[src/rtl/gpio_pkg.sv]
package gpio_pkg;
  localparam int ADDR_W = 12;
  localparam int DATA_W = 32;
  localparam int PIDX_W = 7;

  // configuration word 0 bit positions
  localparam int C0_OPEN_DRAIN = 31;
  localparam int C0_DIRECT     = 27;
  localparam int C0_FALL       = 26;
  localparam int C0_RISE       = 25;
  localparam int C0_LEVEL      = 24;
  localparam logic [31:0] C0_KEEP = 32'h8F00_07FF;

  // value word bit positions
  localparam int V_IN_DIS  = 2;
  localparam int V_OUT_DIS = 1;
  localparam int V_LVL     = 0;

  typedef enum logic [1:0] {
    SLOT_CFG0 = 2'd0,
    SLOT_CFG1 = 2'd1,
    SLOT_VAL  = 2'd2,
    SLOT_NONE = 2'd3
  } slot_e;

  // trigger decision for one pad from its mode bits and two samples
  function automatic logic trig_fire(input logic lvl_mode, input logic rise_en,
                                     input logic fall_en, input logic cur,
                                     input logic prev);
    logic fired;
    if (lvl_mode)
      fired = (rise_en & cur) | (fall_en & ~cur);
    else
      fired = (rise_en & cur & ~prev) | (fall_en & ~cur & prev);
    return fired;
  endfunction

  // pad output enable from mode and value bits
  function automatic logic drive_enable(input logic od, input logic lvl,
                                        input logic out_dis);
    return od ? ~lvl : ~out_dis;
  endfunction
endpackage

[src/rtl/gpio_in_sync.sv]
module gpio_in_sync #(
  parameter int W = 8
) (
  input  logic         clk,
  input  logic         rst_n,
  input  logic [W-1:0] d,
  output logic [W-1:0] q
);
  logic [W-1:0] meta_q;
  logic [W-1:0] sync_q;

  always_ff @(posedge clk or negedge rst_n) begin
    if (!rst_n) begin
      meta_q <= '0;
      sync_q <= '0;
    end else begin
      meta_q <= d;
      sync_q <= meta_q;
    end
  end

  assign q = sync_q;
endmodule

[src/rtl/gpio_trig_detect.sv]
module gpio_trig_detect
  import gpio_pkg::*;
#(
  parameter int N = 8
) (
  input  logic         clk,
  input  logic         rst_n,
  input  logic [N-1:0] level,
  input  logic [N-1:0] lvl_mode,
  input  logic [N-1:0] rise_en,
  input  logic [N-1:0] fall_en,
  input  logic [N-1:0] elig,
  output logic [N-1:0] hit
);
  logic [N-1:0] prev_q;

  always_ff @(posedge clk or negedge rst_n) begin
    if (!rst_n) prev_q <= '0;
    else        prev_q <= level;
  end

  for (genvar p = 0; p < N; p++) begin : g_pad
    assign hit[p] = elig[p] &
                    trig_fire(lvl_mode[p], rise_en[p], fall_en[p], level[p], prev_q[p]);
  end
endmodule

[src/rtl/gpio_int_status.sv]
module gpio_int_status #(
  parameter int N = 8
) (
  input  logic         clk,
  input  logic         rst_n,
  input  logic [N-1:0] hit,
  input  logic [N-1:0] clr_mask,
  output logic [N-1:0] status,
  output logic         irq
);
  logic [N-1:0] stat_q;
  logic         irq_q;

  // a trigger in the clear cycle wins over the clear
  always_ff @(posedge clk or negedge rst_n) begin
    if (!rst_n) begin
      stat_q <= '0;
    end else begin
      stat_q <= (stat_q & ~clr_mask) | hit;
    end
  end

  always_comb irq_q = |stat_q;

  assign status = stat_q;
  assign irq    = irq_q;
endmodule

[src/rtl/gpio_pad_ctrl.sv]
module gpio_pad_ctrl
  import gpio_pkg::*;
#(
  parameter int NUM_PADS  = 40,
  parameter int GPIO_FUNC = 0
) (
  input  logic                clk,
  input  logic                rst_n,
  input  logic                bus_valid,
  input  logic                bus_write,
  input  logic [11:0]         bus_addr,
  input  logic [31:0]         bus_wdata,
  output logic [31:0]         bus_rdata,
  input  logic [NUM_PADS-1:0] pad_in,
  output logic [NUM_PADS-1:0] pad_out,
  output logic [NUM_PADS-1:0] pad_oe,
  output logic [NUM_PADS-1:0] pad_od,
  output logic                irq
);
  localparam int NWORDS = (NUM_PADS + 31) / 32;
  localparam int SPAD_W = NWORDS * 32;
  localparam logic [2:0] FUNC_CODE = 3'(GPIO_FUNC);

  // decode
  logic             wr_en, rd_en;
  logic [PIDX_W-1:0] pad_sel;
  logic [8:0]       word_sel;
  slot_e            slot;
  logic             pad_space, stat_space;
  logic             unused_addr;

  assign wr_en      = bus_valid & bus_write;
  assign rd_en      = bus_valid & ~bus_write;
  assign pad_sel    = bus_addr[10:4];
  assign slot       = slot_e'(bus_addr[3:2]);
  assign word_sel   = bus_addr[10:2];
  assign pad_space  = ~bus_addr[11] & (int'(pad_sel) < NUM_PADS);
  assign stat_space = bus_addr[11] & (int'(word_sel) < NWORDS);
  assign unused_addr = ^bus_addr[1:0];

  // per-pad storage
  logic [31:0] cfg0_q [NUM_PADS];
  logic [31:0] cfg1_q [NUM_PADS];
  logic [NUM_PADS-1:0] in_dis_q, out_dis_q, lvl_q;

  logic [NUM_PADS-1:0] sync_in, eff_in;
  logic [NUM_PADS-1:0] mode_lvl, mode_rise, mode_fall, pad_elig;
  logic [NUM_PADS-1:0] trig_hit, stat_clr, stat_q;
  logic [SPAD_W-1:0]   stat_wide;

  for (genvar p = 0; p < NUM_PADS; p++) begin : g_pad
    logic sel;
    assign sel = wr_en & pad_space & (pad_sel == PIDX_W'(p));

    always_ff @(posedge clk or negedge rst_n) begin
      if (!rst_n) begin
        cfg0_q[p]    <= '0;
        cfg1_q[p]    <= '0;
        in_dis_q[p]  <= 1'b1;
        out_dis_q[p] <= 1'b1;
        lvl_q[p]     <= 1'b0;
      end else if (sel) begin
        case (slot)
          SLOT_CFG0: cfg0_q[p] <= bus_wdata & C0_KEEP;
          SLOT_CFG1: cfg1_q[p] <= bus_wdata;
          SLOT_VAL: begin
            in_dis_q[p]  <= bus_wdata[V_IN_DIS];
            out_dis_q[p] <= bus_wdata[V_OUT_DIS];
            lvl_q[p]     <= bus_wdata[V_LVL];
          end
          default: ;
        endcase
      end
    end

    assign eff_in[p]    = sync_in[p] & ~in_dis_q[p];
    assign mode_lvl[p]  = cfg0_q[p][C0_LEVEL];
    assign mode_rise[p] = cfg0_q[p][C0_RISE];
    assign mode_fall[p] = cfg0_q[p][C0_FALL];
    assign pad_elig[p]  = (cfg0_q[p][2:0] == FUNC_CODE) & ~cfg0_q[p][C0_DIRECT];

    assign pad_od[p]  = cfg0_q[p][C0_OPEN_DRAIN];
    assign pad_out[p] = cfg0_q[p][C0_OPEN_DRAIN] ? 1'b0 : lvl_q[p];
    assign pad_oe[p]  = drive_enable(cfg0_q[p][C0_OPEN_DRAIN], lvl_q[p], out_dis_q[p]);

    assign stat_clr[p] = wr_en & stat_space & (word_sel == 9'(p / 32)) &
                         bus_wdata[p % 32];
  end

  gpio_in_sync #(.W(NUM_PADS)) u_sync (
    .clk  (clk),
    .rst_n(rst_n),
    .d    (pad_in),
    .q    (sync_in)
  );

  gpio_trig_detect #(.N(NUM_PADS)) u_detect (
    .clk     (clk),
    .rst_n   (rst_n),
    .level   (eff_in),
    .lvl_mode(mode_lvl),
    .rise_en (mode_rise),
    .fall_en (mode_fall),
    .elig    (pad_elig),
    .hit     (trig_hit)
  );

  gpio_int_status #(.N(NUM_PADS)) u_status (
    .clk     (clk),
    .rst_n   (rst_n),
    .hit     (trig_hit),
    .clr_mask(stat_clr),
    .status  (stat_q),
    .irq     (irq)
  );

  assign stat_wide = SPAD_W'(stat_q);

  // read path
  logic [31:0] rd_mux;
  always_comb begin
    rd_mux = '0;
    for (int p = 0; p < NUM_PADS; p++) begin
      if (pad_space && pad_sel == PIDX_W'(p)) begin
        case (slot)
          SLOT_CFG0: rd_mux = cfg0_q[p];
          SLOT_CFG1: rd_mux = cfg1_q[p];
          SLOT_VAL:  rd_mux = {29'b0, in_dis_q[p], out_dis_q[p], eff_in[p]};
          default:   rd_mux = '0;
        endcase
      end
    end
    for (int w = 0; w < NWORDS; w++) begin
      if (stat_space && word_sel == 9'(w)) rd_mux = stat_wide[w*32 +: 32];
    end
  end

  always_ff @(posedge clk or negedge rst_n) begin
    if (!rst_n)     bus_rdata <= '0;
    else if (rd_en) bus_rdata <= rd_mux;
  end
endmodule

[config.mk]
export PLATFORM = sky130hd
export DESIGN_NAME = gpio_pad_ctrl
export DESIGN_NICKNAME = d
export VERILOG_FILES = /design/src/rtl/gpio_pkg.sv /design/src/rtl/gpio_in_sync.sv /design/src/rtl/gpio_trig_detect.sv /design/src/rtl/gpio_int_status.sv /design/src/rtl/gpio_pad_ctrl.sv
export SDC_FILE = /design/constraint.sdc
export NUM_CORES = 2
export LEC_CHECK = 0
export ABC_AREA = 1
export BUFFER_PORTS_ARGS = -buffer_cell sky130_fd_sc_hd__buf_2
export CAP_MARGIN = 20
export CORE_MARGIN = 1.5
export CORE_UTILIZATION = 35
export CTS_CLUSTER_SIZE = 12
export DETAILED_ROUTE_END_ITERATION = 12
export HOLD_SLACK_MARGIN = 0.15
export PLACE_DENSITY = 0.53
export SLEW_MARGIN = 20
export SYNTH_ARGS = -nofsm -noshare
export SYNTH_HDL_FRONTEND = slang
export SYNTH_SLANG_ARGS = --single-unit
[constraint.sdc]
create_clock -name clk -period 4.1 [get_ports clk]
set_clock_uncertainty 0.1 [all_clocks]
set_input_delay 0.205 -clock clk [delete_from_list [all_inputs] [get_ports clk]]
set_output_delay 0.205 -clock clk [all_outputs]
set_load 0.005 [all_outputs]
==> impl_metrics.yaml <==
detailed_routing:
  drt_iter0_markers: 8094
  avgRoutedWirePerCell_um: 23.0
  drc: 0
  first_pass_iters: 6
  avgViaCountPerCell: 5.35
  vias: 85100
  drtAntennaViolNets: 0
  totalWireLength_mm: 367
cells_and_area:
  regMostFlops: "cfg1_q"
  drive_gt1_share_pct: 18.3
  nFillCells: 27600
  area_growth_pct: 21.9
  reg.largest.list: "cfg1_q (1280), cfg0_q (600)"
  final_core_util_pct: 42.9
  largest_register_ffs: 1280
  nets: 12100
  fin_area_um2: 120000
  regArea_um2: 56000
  multi_input_area_um2: 39600
yosys:
  synth_area_um2: 98000
  yosysTopAreaCellShare_pct: 54.9
  synth_flop_cell: "dfrtp_1"
  ys_ff_latch: 2232
  synth_area_leaders: "dfrtp_1 (55%), nand2_1 (15%), o21ai_0 (11%)"
  syn_area_per_cell_um2: 8.55
  synth.net_count: 11600
  ys_warn_count: 0
  async_flop_share_pct: 100
  ys_seq_area_share_pct: 57.1
  synth_edf_count: 0
  syn-instance-count: 11500
  synth_top_area_cell: "dfrtp_1"
  ys_types: 54
place:
  dp_hpwl_mm: 246
  gp_congestion: 0.915
  port_buffers: 238
  dp_slack_ns: -2.45
  place_area_um2: 107000
run_status:
  violations: "setup timing"
  outcome: "finished, violations left"
job:
  cap_violations: 0
clocking:
  cts_tree: "built"
  clkLatencyLatePin_ns: 0.91
  h-tree-depth: 4
  clock-root-buffer: "clkbuf_16"
  clkTransAtPathRegs_ns: 0.06
  clock-sinks: 2232
  cts_buffer_depth: 4
  cts_buffers: 243
setup_path:
  critical_path_peak_fanout: 3
  cp.arrival_ns: 6.35
  worstSetupEndpointType: "flop"
  reg2reg_setup_slack_ns: -1.57
  slowest_stage: "dfstp_2"
  cpLargestDelayFamily: "simple AND/OR/NAND/NOR gates"
  start_kind: "flop"
  max_stage_delay_ns: 0.54
  required_ns: 4.78
  path_buf_inv: 6
  critPathKind: "reg2reg"
floorplanning:
  die_width_um: 532
  die_area_um2: 283000
  fp-row-count: 194
  die-height_um: 532
  ios: 241
  core-area_um2: 279000
  initial_utilization_pct: 35.2
sta:
  slew_viol_final: 0
  setup_violations: 30
  fmax_mhz: 176
  setup_tns_ns: -11.60
  grt_setup_unrepaired: "true"
  setup_slack_ns: -1.57
  slew_headroom_pct: 16.7
  min_period_ns: 5.67
  post-route-period-util_pct: 138
  max_slew.worst_pin.slew_ns: 1.24
  final_hold_viol_count: 0
global_route:
  grt_pass1_vias: 82800
  grtUsageTotal_pct: 25.4
  grt-ovfl-total: 0
  grt_max_degree: 175
  antenna_found_initial: 14
  grt_pass1_wl_mm: 551
pwr:
  p_leak_uw: 0.0540
  ir_drop_mv: 0.389
  power.switching_uw: 11100
  switching_share_pct: 23.8
  combinationalPowerShare_pct: 4.5
  p_int_uw: 35400
  power_frac_seq_pct: 48.0
  p_per_area_nw_per_um2: 388
  total_power_uw: 46400
  clockPowerShare_pct: 47.5
hold_path:
  hp-class: "in2reg"
## routing by layer
layer,vias to the layer above,part of all wire (%),global-route usage (%)
met5,-,0.0082,0
met4,4,4.5,10.4
met3,568,5.3,2.79
met2,2699,47,41.4
met1,42600,43,34.4
li1,39200,-,-
## worst min-delay path: stages
cell	delay (ns)
buf_2	0.10
clkinv_2	0.62
o21ai_0	0.20
## cell type report
class	count	area share [%]
flip-flops and latches	2232	46.8
multi-input cells	7912	33.1
repair buffers	1184	8.15
clock buffers	388	6.26
well taps	3724	3.90
inverters	416	1.36
clock inverters	52	0.390
diodes	4	0.00837
## kinds of logic after synthesis
group / count (synthesis) / share of synthesized area [%]
DFF: 2232 / 57.1
buffers and inverters: 1325 / 5.52
and+or+nand+nor: 4865 / 19.6
AOI/OAI and AO/OA: 3047 / 17.8
## what timing repair did
action / in CTS / in global routing
hold buffers: 123 / 1
endpoints found under the setup margin: 32 / 32
gates resized for setup: 547 / 226
setup buffers: 11 / 32
gates cloned: 0 / 1
hold endpoints to repair: 3264 / 26
pin swaps: 259 / 349
## placed cells by master (no fill, tap or decap), drive strengths merged, types with 123 or more instances in the layout
master,count
nand3,352
a221o,133
a22o,167
inv,395
buf,1061
nor2,388
dfrtp,2152
dlygate4sd3,123
clkbuf,388
nand2,3920
o21ai,2239
a21oi,215
## path summary, 6_finish.rpt
path | cells after the start | endpoint | startpoint
min | 3 | cfg0_q[37]$_DFFE_PN0P_ | bus_wdata[5]
max reg2reg | 30 | bus_rdata[0]$_DFFE_PN0P_ | in_dis_q[0]$_DFFE_PN1P_
max in group asynchronous | 4 | cfg1_q[768]$_DFFE_PN0P_ | rst_n
min reg2reg | 0 | u_sync.q[33]$_DFF_PN0_ | u_sync.meta_q[33]$_DFF_PN0_
max | 30 | bus_rdata[0]$_DFFE_PN0P_ | in_dis_q[0]$_DFFE_PN1P_
min in group asynchronous | 4 | cfg0_q[185]$_DFFE_PN0P_ | rst_n
## synth_stat cells, types with 51 or more instances
cell type,n
nand2_1,3917
o21ai_0,2234
dfrtp_1,2152
clkbuf_1,726
inv_1,396
nor2_1,387
nand3_1,351
a21oi_1,215
a22o_1,167
a221o_1,133
nand4_1,122
a31oi_1,80
dfstp_2,80
buf_2,77
a221oi_1,73
nor3_1,51
## per-stage QoR
step | instances | hold WS [ns]
after floorplan | 11500 | -0.191
after global routing | 15900 | 0.231
after detailed placement | 15300 | 0.103
after CTS | 15900 | 0.158
final | 15900 | 0.215
after global placement | 15300 | 0.0976
## power groups by stage
| stage | clock (µW) | combinational (µW) | sequential (µW) |
|---|---|---|---|
| after floorplan | 0 | 663 | 22600 |
| after global placement | 0 | 1940 | 22700 |
| after detailed placement | 0 | 1960 | 22700 |
| after CTS | 22400 | 2090 | 22300 |
| after global routing | 23300 | 2250 | 22300 |
| final | 22100 | 2090 | 22300 |
No activity file was read; power rests on OpenSTA's default activity.
